`src/rtl/endian_pkg.sv`:
```
// Shared encodings and helpers for the endianness adapter.
// Assumes a 32-bit data path with four byte lanes.
package endian_pkg;
    localparam int DW          = 32;
    localparam int LANES       = DW / 8;
    localparam int CTL_REMAP_B = 7;   // remap enable position in control word
    localparam int CTL_EXCE_B  = 9;   // exception-endian position in control word

    typedef enum logic [1:0] {
        CLS_FETCH = 2'd0,
        CLS_DATA  = 2'd1,
        CLS_WALK  = 2'd2,
        CLS_RSVD  = 2'd3
    } acc_class_e;

    typedef enum logic [1:0] {
        SZ_BYTE = 2'd0,
        SZ_HALF = 2'd1,
        SZ_WORD = 2'd2,
        SZ_RSVD = 2'd3
    } acc_size_e;

    // Reverse the byte order of a full data word.
    function automatic logic [DW-1:0] rev_bytes(input logic [DW-1:0] d);
        logic [DW-1:0] r;
        for (int i = 0; i < LANES; i++) begin
            r[8*i +: 8] = d[8*(LANES-1-i) +: 8];
        end
        return r;
    endfunction
endpackage

```
`src/rtl/endian_ctrl.sv`:
```
// Endianness control state: remap enable, exception-endian bit,
// current data-endian flag and the strapped instruction-reversal flag.
// Also keeps the sticky configuration-error flag.
// Assumes at most one meaningful command per cycle; exception entry wins.
module endian_ctrl
    import endian_pkg::*;
(
    input  logic          clk,
    input  logic          rst_n,
    input  logic          strap_irev,
    input  logic          ctl_wr,
    input  logic          ctl_priv,
    input  logic          ctl_remap_bit,
    input  logic          ctl_exce_bit,
    input  logic          setend_valid,
    input  logic          setend_big,
    input  logic          exc_entry,
    output logic          remap_en,
    output logic          exce_en,
    output logic          data_big,
    output logic          irev_en,
    output logic          cfg_err
);
    // Privileged control word updates.
    always_ff @(posedge clk) begin
        if (!rst_n) begin
            remap_en <= 1'b0;
            exce_en  <= 1'b0;
        end else if (ctl_wr && ctl_priv) begin
            remap_en <= ctl_remap_bit;
            exce_en  <= ctl_exce_bit;
        end
    end

    // Data-endian flag: exception reload has precedence over set-endian.
    always_ff @(posedge clk) begin
        if (!rst_n) begin
            data_big <= 1'b0;
        end else if (exc_entry) begin
            data_big <= exce_en;
        end else if (setend_valid) begin
            data_big <= setend_big;
        end
    end

    // Strap capture while reset is held; frozen afterwards.
    always_ff @(posedge clk) begin
        if (!rst_n) begin
            irev_en <= strap_irev;
        end
    end

    // Sticky flag for both big-endian models enabled at once.
    always_ff @(posedge clk) begin
        if (!rst_n) begin
            cfg_err <= 1'b0;
        end else if (remap_en && data_big) begin
            cfg_err <= 1'b1;
        end
    end

    AST_REMAP_PRIV_ONLY: assert property (@(posedge clk) disable iff (!rst_n)
        !(ctl_wr && ctl_priv) |=> $stable(remap_en));
    AST_EXC_RELOAD: assert property (@(posedge clk) disable iff (!rst_n)
        exc_entry |=> (data_big == $past(exce_en)));
    AST_SETEND_TAKES: assert property (@(posedge clk) disable iff (!rst_n)
        (setend_valid && !exc_entry) |=> (data_big == $past(setend_big)));
    AST_IREV_FROZEN: assert property (@(posedge clk) disable iff (!rst_n)
        $past(rst_n) |-> $stable(irev_en));
    AST_CFG_STICKY: assert property (@(posedge clk) disable iff (!rst_n)
        cfg_err |=> cfg_err);
endmodule

```
`src/rtl/endian_lane_map.sv`:
```
// Write-side lane mapper: alignment check, address remap for sub-word
// accesses, optional byte reversal of the value, lane enables and shifts.
// Purely combinational; remap and reversal are assumed mutually exclusive
// (the caller clears swap_en when remap_en is set).
module endian_lane_map
    import endian_pkg::*;
#(
    parameter int AW = 32
) (
    input  logic          remap_en,
    input  logic          swap_en,
    input  logic [1:0]    size,
    input  logic [AW-1:0] addr,
    input  logic [DW-1:0] wdata,
    output logic [1:0]    lane,
    output logic          fault,
    output logic [LANES-1:0] be,
    output logic [DW-1:0] wdata_out
);
    logic [DW-1:0] sized;

    // Lane selection, enables and alignment per access size.
    always_comb begin
        fault = 1'b0;
        lane  = addr[1:0];
        be    = '0;
        unique case (acc_size_e'(size))
            SZ_BYTE: begin
                lane = remap_en ? (addr[1:0] ^ 2'b11) : addr[1:0];
                be   = 4'b0001 << lane;
            end
            SZ_HALF: begin
                fault = addr[0];
                lane  = remap_en ? (addr[1:0] ^ 2'b10) : addr[1:0];
                be    = 4'b0011 << lane;
            end
            SZ_WORD: begin
                fault = |addr[1:0];
                be    = '1;
            end
            default: fault = 1'b1;
        endcase
    end

    // Value ordering before lane positioning.
    always_comb begin
        unique case (acc_size_e'(size))
            SZ_BYTE: sized = {24'd0, wdata[7:0]};
            SZ_HALF: sized = swap_en ? {16'd0, wdata[7:0], wdata[15:8]}
                                     : {16'd0, wdata[15:0]};
            default: sized = swap_en ? rev_bytes(wdata) : wdata;
        endcase
    end

    assign wdata_out = sized << {lane, 3'b000};
endmodule

```
`src/rtl/endian_read_align.sv`:
```
// Read-side aligner: picks the addressed lanes from the memory word,
// right-justifies them and restores core byte order when reversal is on.
// Purely combinational; returns zero for a faulted access.
module endian_read_align
    import endian_pkg::*;
(
    input  logic [1:0]    lane,
    input  logic [1:0]    size,
    input  logic          swap_en,
    input  logic          fault,
    input  logic [DW-1:0] mem_rdata,
    output logic [DW-1:0] rd_data
);
    logic [DW-1:0] shifted;

    assign shifted = mem_rdata >> {lane, 3'b000};

    // Mask and reorder the selected lanes.
    always_comb begin
        if (fault) begin
            rd_data = '0;
        end else begin
            unique case (acc_size_e'(size))
                SZ_BYTE: rd_data = {24'd0, shifted[7:0]};
                SZ_HALF: rd_data = swap_en ? {16'd0, shifted[7:0], shifted[15:8]}
                                           : {16'd0, shifted[15:0]};
                default: rd_data = swap_en ? rev_bytes(shifted) : shifted;
            endcase
        end
    end
endmodule

```
`src/rtl/endian_adapter.sv`:
```
// Top of the endianness adapter. Chooses, per access class, whether byte
// reversal applies, lets address remapping override it, and drives the
// little-endian memory port. Access path is combinational; only control
// state is registered. Assumes the memory returns mem_rdata in the same
// cycle as the request.
module endian_adapter
    import endian_pkg::*;
#(
    parameter int AW = 32
) (
    input  logic          clk,
    input  logic          rst_n,
    input  logic          strap_irev,
    input  logic          ctl_wr,
    input  logic          ctl_priv,
    input  logic [31:0]   ctl_wdata,
    input  logic          setend_valid,
    input  logic          setend_big,
    input  logic          exc_entry,
    input  logic          acc_valid,
    input  logic [1:0]    acc_class,
    input  logic [1:0]    acc_size,
    input  logic          acc_we,
    input  logic [AW-1:0] acc_addr,
    input  logic [31:0]   acc_wdata,
    output logic          mem_valid,
    output logic          mem_we,
    output logic [AW-1:0] mem_addr,
    output logic [3:0]    mem_be,
    output logic [31:0]   mem_wdata,
    input  logic [31:0]   mem_rdata,
    output logic [31:0]   rd_data,
    output logic          align_fault,
    output logic          cfg_error
);
    logic       remap_en, exce_en, data_big, irev_en;
    logic       class_big, swap_en, fault;
    logic [1:0] lane;
    logic       unused_ctl;

    assign unused_ctl = ^{ctl_wdata[31:CTL_EXCE_B+1], ctl_wdata[CTL_EXCE_B-1:CTL_REMAP_B+1],
                          ctl_wdata[CTL_REMAP_B-1:0]};

    endian_ctrl u_ctrl (
        .clk           (clk),
        .rst_n         (rst_n),
        .strap_irev    (strap_irev),
        .ctl_wr        (ctl_wr),
        .ctl_priv      (ctl_priv),
        .ctl_remap_bit (ctl_wdata[CTL_REMAP_B]),
        .ctl_exce_bit  (ctl_wdata[CTL_EXCE_B]),
        .setend_valid  (setend_valid),
        .setend_big    (setend_big),
        .exc_entry     (exc_entry),
        .remap_en      (remap_en),
        .exce_en       (exce_en),
        .data_big      (data_big),
        .irev_en       (irev_en),
        .cfg_err       (cfg_error)
    );

    // Per-class source of the byte-reversal enable.
    always_comb begin
        unique case (acc_class_e'(acc_class))
            CLS_FETCH: class_big = irev_en;
            CLS_WALK:  class_big = exce_en;
            default:   class_big = data_big;
        endcase
    end

    assign swap_en = class_big && !remap_en;

    endian_lane_map #(.AW(AW)) u_wmap (
        .remap_en  (remap_en),
        .swap_en   (swap_en),
        .size      (acc_size),
        .addr      (acc_addr),
        .wdata     (acc_wdata),
        .lane      (lane),
        .fault     (fault),
        .be        (mem_be),
        .wdata_out (mem_wdata)
    );

    endian_read_align u_ralign (
        .lane      (lane),
        .size      (acc_size),
        .swap_en   (swap_en),
        .fault     (fault),
        .mem_rdata (mem_rdata),
        .rd_data   (rd_data)
    );

    assign align_fault = acc_valid && fault;
    assign mem_valid   = acc_valid && !fault;
    assign mem_we      = mem_valid && acc_we;
    assign mem_addr    = {acc_addr[AW-1:2], lane};

    AST_ISSUED_ALIGNED: assert property (@(posedge clk) disable iff (!rst_n)
        mem_valid |-> ((acc_size == 2'd1 && !mem_addr[0]) ||
                       (acc_size == 2'd2 && mem_addr[1:0] == 2'b00) ||
                        acc_size == 2'd0));
    AST_WORD_ALL_LANES: assert property (@(posedge clk) disable iff (!rst_n)
        (mem_valid && acc_size == 2'd2) |-> (mem_be == 4'hF));
    AST_ADDR_KEPT: assert property (@(posedge clk) disable iff (!rst_n)
        (mem_valid && !remap_en) |-> (mem_addr == acc_addr));
    AST_REMAP_NO_SWAP: assert property (@(posedge clk) disable iff (!rst_n)
        (mem_valid && remap_en && acc_size == 2'd2) |-> (mem_wdata == acc_wdata));
endmodule

```
`config.mk`:
```
export PLATFORM = sky130hd
export DESIGN_NAME = endian_adapter
export DESIGN_NICKNAME = d
export VERILOG_FILES = /design/src/rtl/endian_pkg.sv /design/src/rtl/endian_ctrl.sv /design/src/rtl/endian_lane_map.sv /design/src/rtl/endian_read_align.sv /design/src/rtl/endian_adapter.sv
export SDC_FILE = /design/constraint.sdc
export NUM_CORES = 1
export LEC_CHECK = 0
export BUFFER_PORTS_ARGS = -buffer_cell sky130_fd_sc_hd__buf_2
export CAP_MARGIN = 10
export CORE_UTILIZATION = 39
export DETAILED_ROUTE_END_ITERATION = 6
export GPL_TIMING_DRIVEN = 0
export PLACE_DENSITY = 0.86
export SETUP_SLACK_MARGIN = 0.05
export SLEW_MARGIN = 40
export SYNTH_ARGS = -nofsm -noshare
export SYNTH_HDL_FRONTEND = slang
export SYNTH_HIERARCHICAL = 1
export SYNTH_SLANG_ARGS = --single-unit
```
`constraint.sdc`:
```
create_clock -name clk -period 2.3 [get_ports clk]
set_input_delay 0 -clock clk [delete_from_list [all_inputs] [get_ports clk]]
set_output_delay 0 -clock clk [all_outputs]
set_load 0.01 [all_outputs]
```
==> Flow_metrics.wiki <==
{| class="wikitable"
! Metric !! Value
|-
| Final hold vios || 0
|-
| Result of the run || finished with violations
|-
| Kind of path behind the tightest hold check || in -> reg
|-
| Count of maximum capacitance violations || 0
|-
| Final net count || 852
|-
| Arrival time of data at the critical path endpoint || 2.55 ns
|-
| Number of endpoints failing setup at the final stage || 32
|-
| Number of library cell types mapped by synthesis || 64
|-
| Violations in the final reports || setup timing
|-
| Critical path cell sequence || buf_6, nor3b_4, xnor2_4, inv_6, buf_12, buf_12, buf_12, buf_12, mux2i_2, mux2i_1, buf_4, o32ai_1, a21oi_1, buf_2
|-
| Fraction of synthesized cell area taken by the top area cell type || 8.78%
|-
| Warnings from Yosys || 6
|-
| Cell at the slowest stage of the critical path || dfxtp_4
|-
| Clock Tree Buf Depth || 2
|-
| Antenna violations before repair || 0
|-
| Most used standard cells in the synthesized netlist || nor2_1 (52), nand2_1 (49), a21oi_1 (36), buf_4 (34), mux2i_1 (31)
|-
| Total nets after synthesis || 632
|-
| Min cycle time layout || 2.55 ns
|-
| Number of enable flip-flop cells after synthesis || 1
|-
| Average via count per standard cell || 6.09
|-
| Share of synthesized area occupied by flip-flops and latches || 3.12%
|-
| Row count || 34
|-
| Clock latency of the later-clocked register in the worst-skew pair || 0.22 ns
|-
| Area of the core || 8760 µm²
|-
| Antenna-violating nets left || 0
|-
| Max-slew headroom || 63.9%
|-
| Leakage power figure || 2.62 nW
|-
| Power per Cell Area || 317 nW/µm²
|-
| Remaining Overflow, GRT || 0
|-
| Cell taking the most area after synthesis || mux2i_1
|-
| RSZ-0062 raised after global routing || true
|-
| DRC || 0
|-
| Wire length reported by the detailed router || 14.6 mm
|-
| Critical path capture point type || output pin
|-
| Buffer type at the clock tree root || clkbuf_8
|-
| Post-synthesis instance area || 3530 µm²
|-
| Number of pins exceeding their max-slew limit in the final report || 0
|-
| Number of storage elements in the synthesis netlist || 5
|-
| Die Height || 97.2 µm
|-
| Placed wire-length estimate after detailed placement || 9.45 mm
|-
| Worst-margin pin slew || 0.539 ns
|-
| Ratio of cells with drive above 1 in the final layout || 56.8%
|-
| Drt wl/cell || 17.9 µm
|-
| Clock buffers created by TritonCTS || 3
|-
| Detailed Route Iter0 Violations || 464
|-
| TritonCTS clock tree || done
|-
| Clock net sink count || 5
|-
| Number of antenna cells inserted || 0
|-
| H-tree depth || 1
|-
| Area added between synthesis and finish || 53.9%
|-
| Worst setup slack before clock tree synthesis || -0.622 ns
|-
| Maximum fanout along the worst path || 8
|-
| Final estimated routing congestion in global placement || 0.942
|-
| Die area || 9440 µm²
|-
| First-pass iteration count of the detailed router || 6
|-
| Vias post-DR || 4,972
|-
| Most frequent cell after synthesis || nor2_1
|-
| Worst Clk Skew || 0.0000670 ns
|-
| Total Routing Usage GR || 27.2%
|-
| Cell types with the largest area share after synthesis || mux2i_1 (8.8%), buf_4 (7.2%), nor2_1 (5.5%)
|-
| Post-Syn Area per Cell || 7.21 µm²
|-
| Effective utilization at floorplan || 40.3%
|-
| Most common cell type on the critical path || buf_12
|-
| Worst Path Class, Setup || reg -> out
|-
| Async SR Flop Fraction || 0%
|-
| Synthesized instance count || 490
|-
| Maximum ir drop on the vdd rail || 0.355 mV
|-
| Ports placed on the boundary || 246
|-
| Maximum number of pins on one net before global-route repair || 11
|-
| Reg clk slew, reported paths || 0.03 ns
|-
| Setup ws final || -0.252 ns
|-
| Number of global-route vias before repair || 4,514
|-
| Total Power || 0.00172 W
|-
| Largest stage delay on the critical path || 0.33 ns
|-
| Post-synth top flop || dfxtp_1
|-
| Required time of the worst setup path || 2.30 ns
|-
| Global-route wire length before repair || 21.7 mm
|-
| Ratio of final minimum period to clock period || 111%
|-
| Die W || 97.2 µm
|-
| CP Launch Type || flip-flop
|-
| Sum of negative setup slack || -4.96 ns
|-
| Buffers on Ports || 184
|-
| Fmax || 392 MHz
|}
-- layout by cell type (no fill, tap or decap), types with 9 or more instances in the layout --
cell      instances
nor2b_1          11
nor2_1           48
nand3_2          12
buf_4            55
o22a_1           15
a21oi_2          23
nand3_1          16
mux2_2            9
buf_2           192
a21oi_1          21
nand2_1          45
buf_6            18
mux2i_1          28
buf_12            9
a22oi_2           9
nand2b_1         11
-- critical path: cells and delay by family, from the launching register on --
| kind | cells | cell delay [ns] |
|---|---|---|
| DFF | 1 | 0.33 |
| buffers and inverters | 8 | 0.98 |
| muxes | 2 | 0.32 |
| AOI/OAI and AO/OA | 2 | 0.23 |
| and+or+nand+nor | 1 | 0.26 |
| xor gates and xnor gates | 1 | 0.18 |
-- path summary, 6_finish.rpt --
path              cells after the start  slack [ns]                      endpoint                          from
setup / recovery                     14       -0.25                    rd_data[6]  u_ctrl/remap_en$_SDFFE_PN0P_
hold / removal                        3        0.03  u_ctrl/remap_en$_SDFFE_PN0P_                  ctl_wdata[7]
setup reg to reg                      3        1.45  u_ctrl/remap_en$_SDFFE_PN0P_  u_ctrl/remap_en$_SDFFE_PN0P_
hold reg to reg                       2        0.47   u_ctrl/cfg_err$_SDFFE_PN0P_   u_ctrl/cfg_err$_SDFFE_PN0P_
-- per-stage QoR --
stage | utilization [%] | cell area, µm² | hold WS [ns] | std cells
6_report | 62.0 | 5440 | 0.0268 | 817
3_3_place_gp | 52.8 | 4620 | 0.183 | 782
3_5_place_dp | 52.8 | 4620 | 0.184 | 782
4_1_cts | 59.3 | 5200 | 0.0262 | 816
5_1_grt | 62.0 | 5440 | 0.0460 | 817
2_1_floorplan | - | 3570 | 0.0918 | 490
-- state kept, by name, summed over array words and instances (netlist names) --
signal,flops
u_ctrl/exce_en,1
u_ctrl/data_big,1
u_ctrl/irev_en,1
u_ctrl/cfg_err,1
u_ctrl/remap_en,1
-- layout make-up --
cell class | count | area, µm²
repair buffers | 216 | 1270
inverters | 9 | 38.8
flip-flops and latches | 5 | 115
multi-input cells | 401 | 3190
plain buffers | 74 | 642
fillers | 758 | 3330
well taps | 108 | 135
clock buffers | 4 | 45.0
-- cell families (layout without fill, tap and decap cells) --
group	after synthesis	in the layout	synth area share, %
AO/OA/AOI/OAI	161	161	33.8
XOR/XNOR	6	6	2.55
buffers and inverters	84	303	15.8
flip-flops	5	5	3.12
multiplexers	49	49	17.4
AND/OR/NAND/NOR	185	185	27.3
-- repair_timing --
action | in CTS | in global routing
hold endpoints to repair | 1 | 0
pin swaps | 40 | 12
endpoints found under the setup margin | 64 | 52
gates resized for setup | 78 | 48
hold buffers | 1 | 0
gates cloned | 1 | 0
setup buffers | 29 | 1
-- power by group --
group          internal [W]  switching (W)  leakage [nW]
Combinational      0.000679       0.000787          2.56
Clock              0.000119      0.0000411        0.0228
Sequential        0.0000943     0.00000301        0.0436
-- metal layers --
layer	vias to the layer above	global-route usage (%)	wire length, µm
li1	2238	-	-
met1	2256	34.7	5460
met2	404	45.8	7110
met3	74	2.73	1460
met4	0	12.7	591
met5	-	0	0
Note: power is estimated with default switching activity, not from simulation.
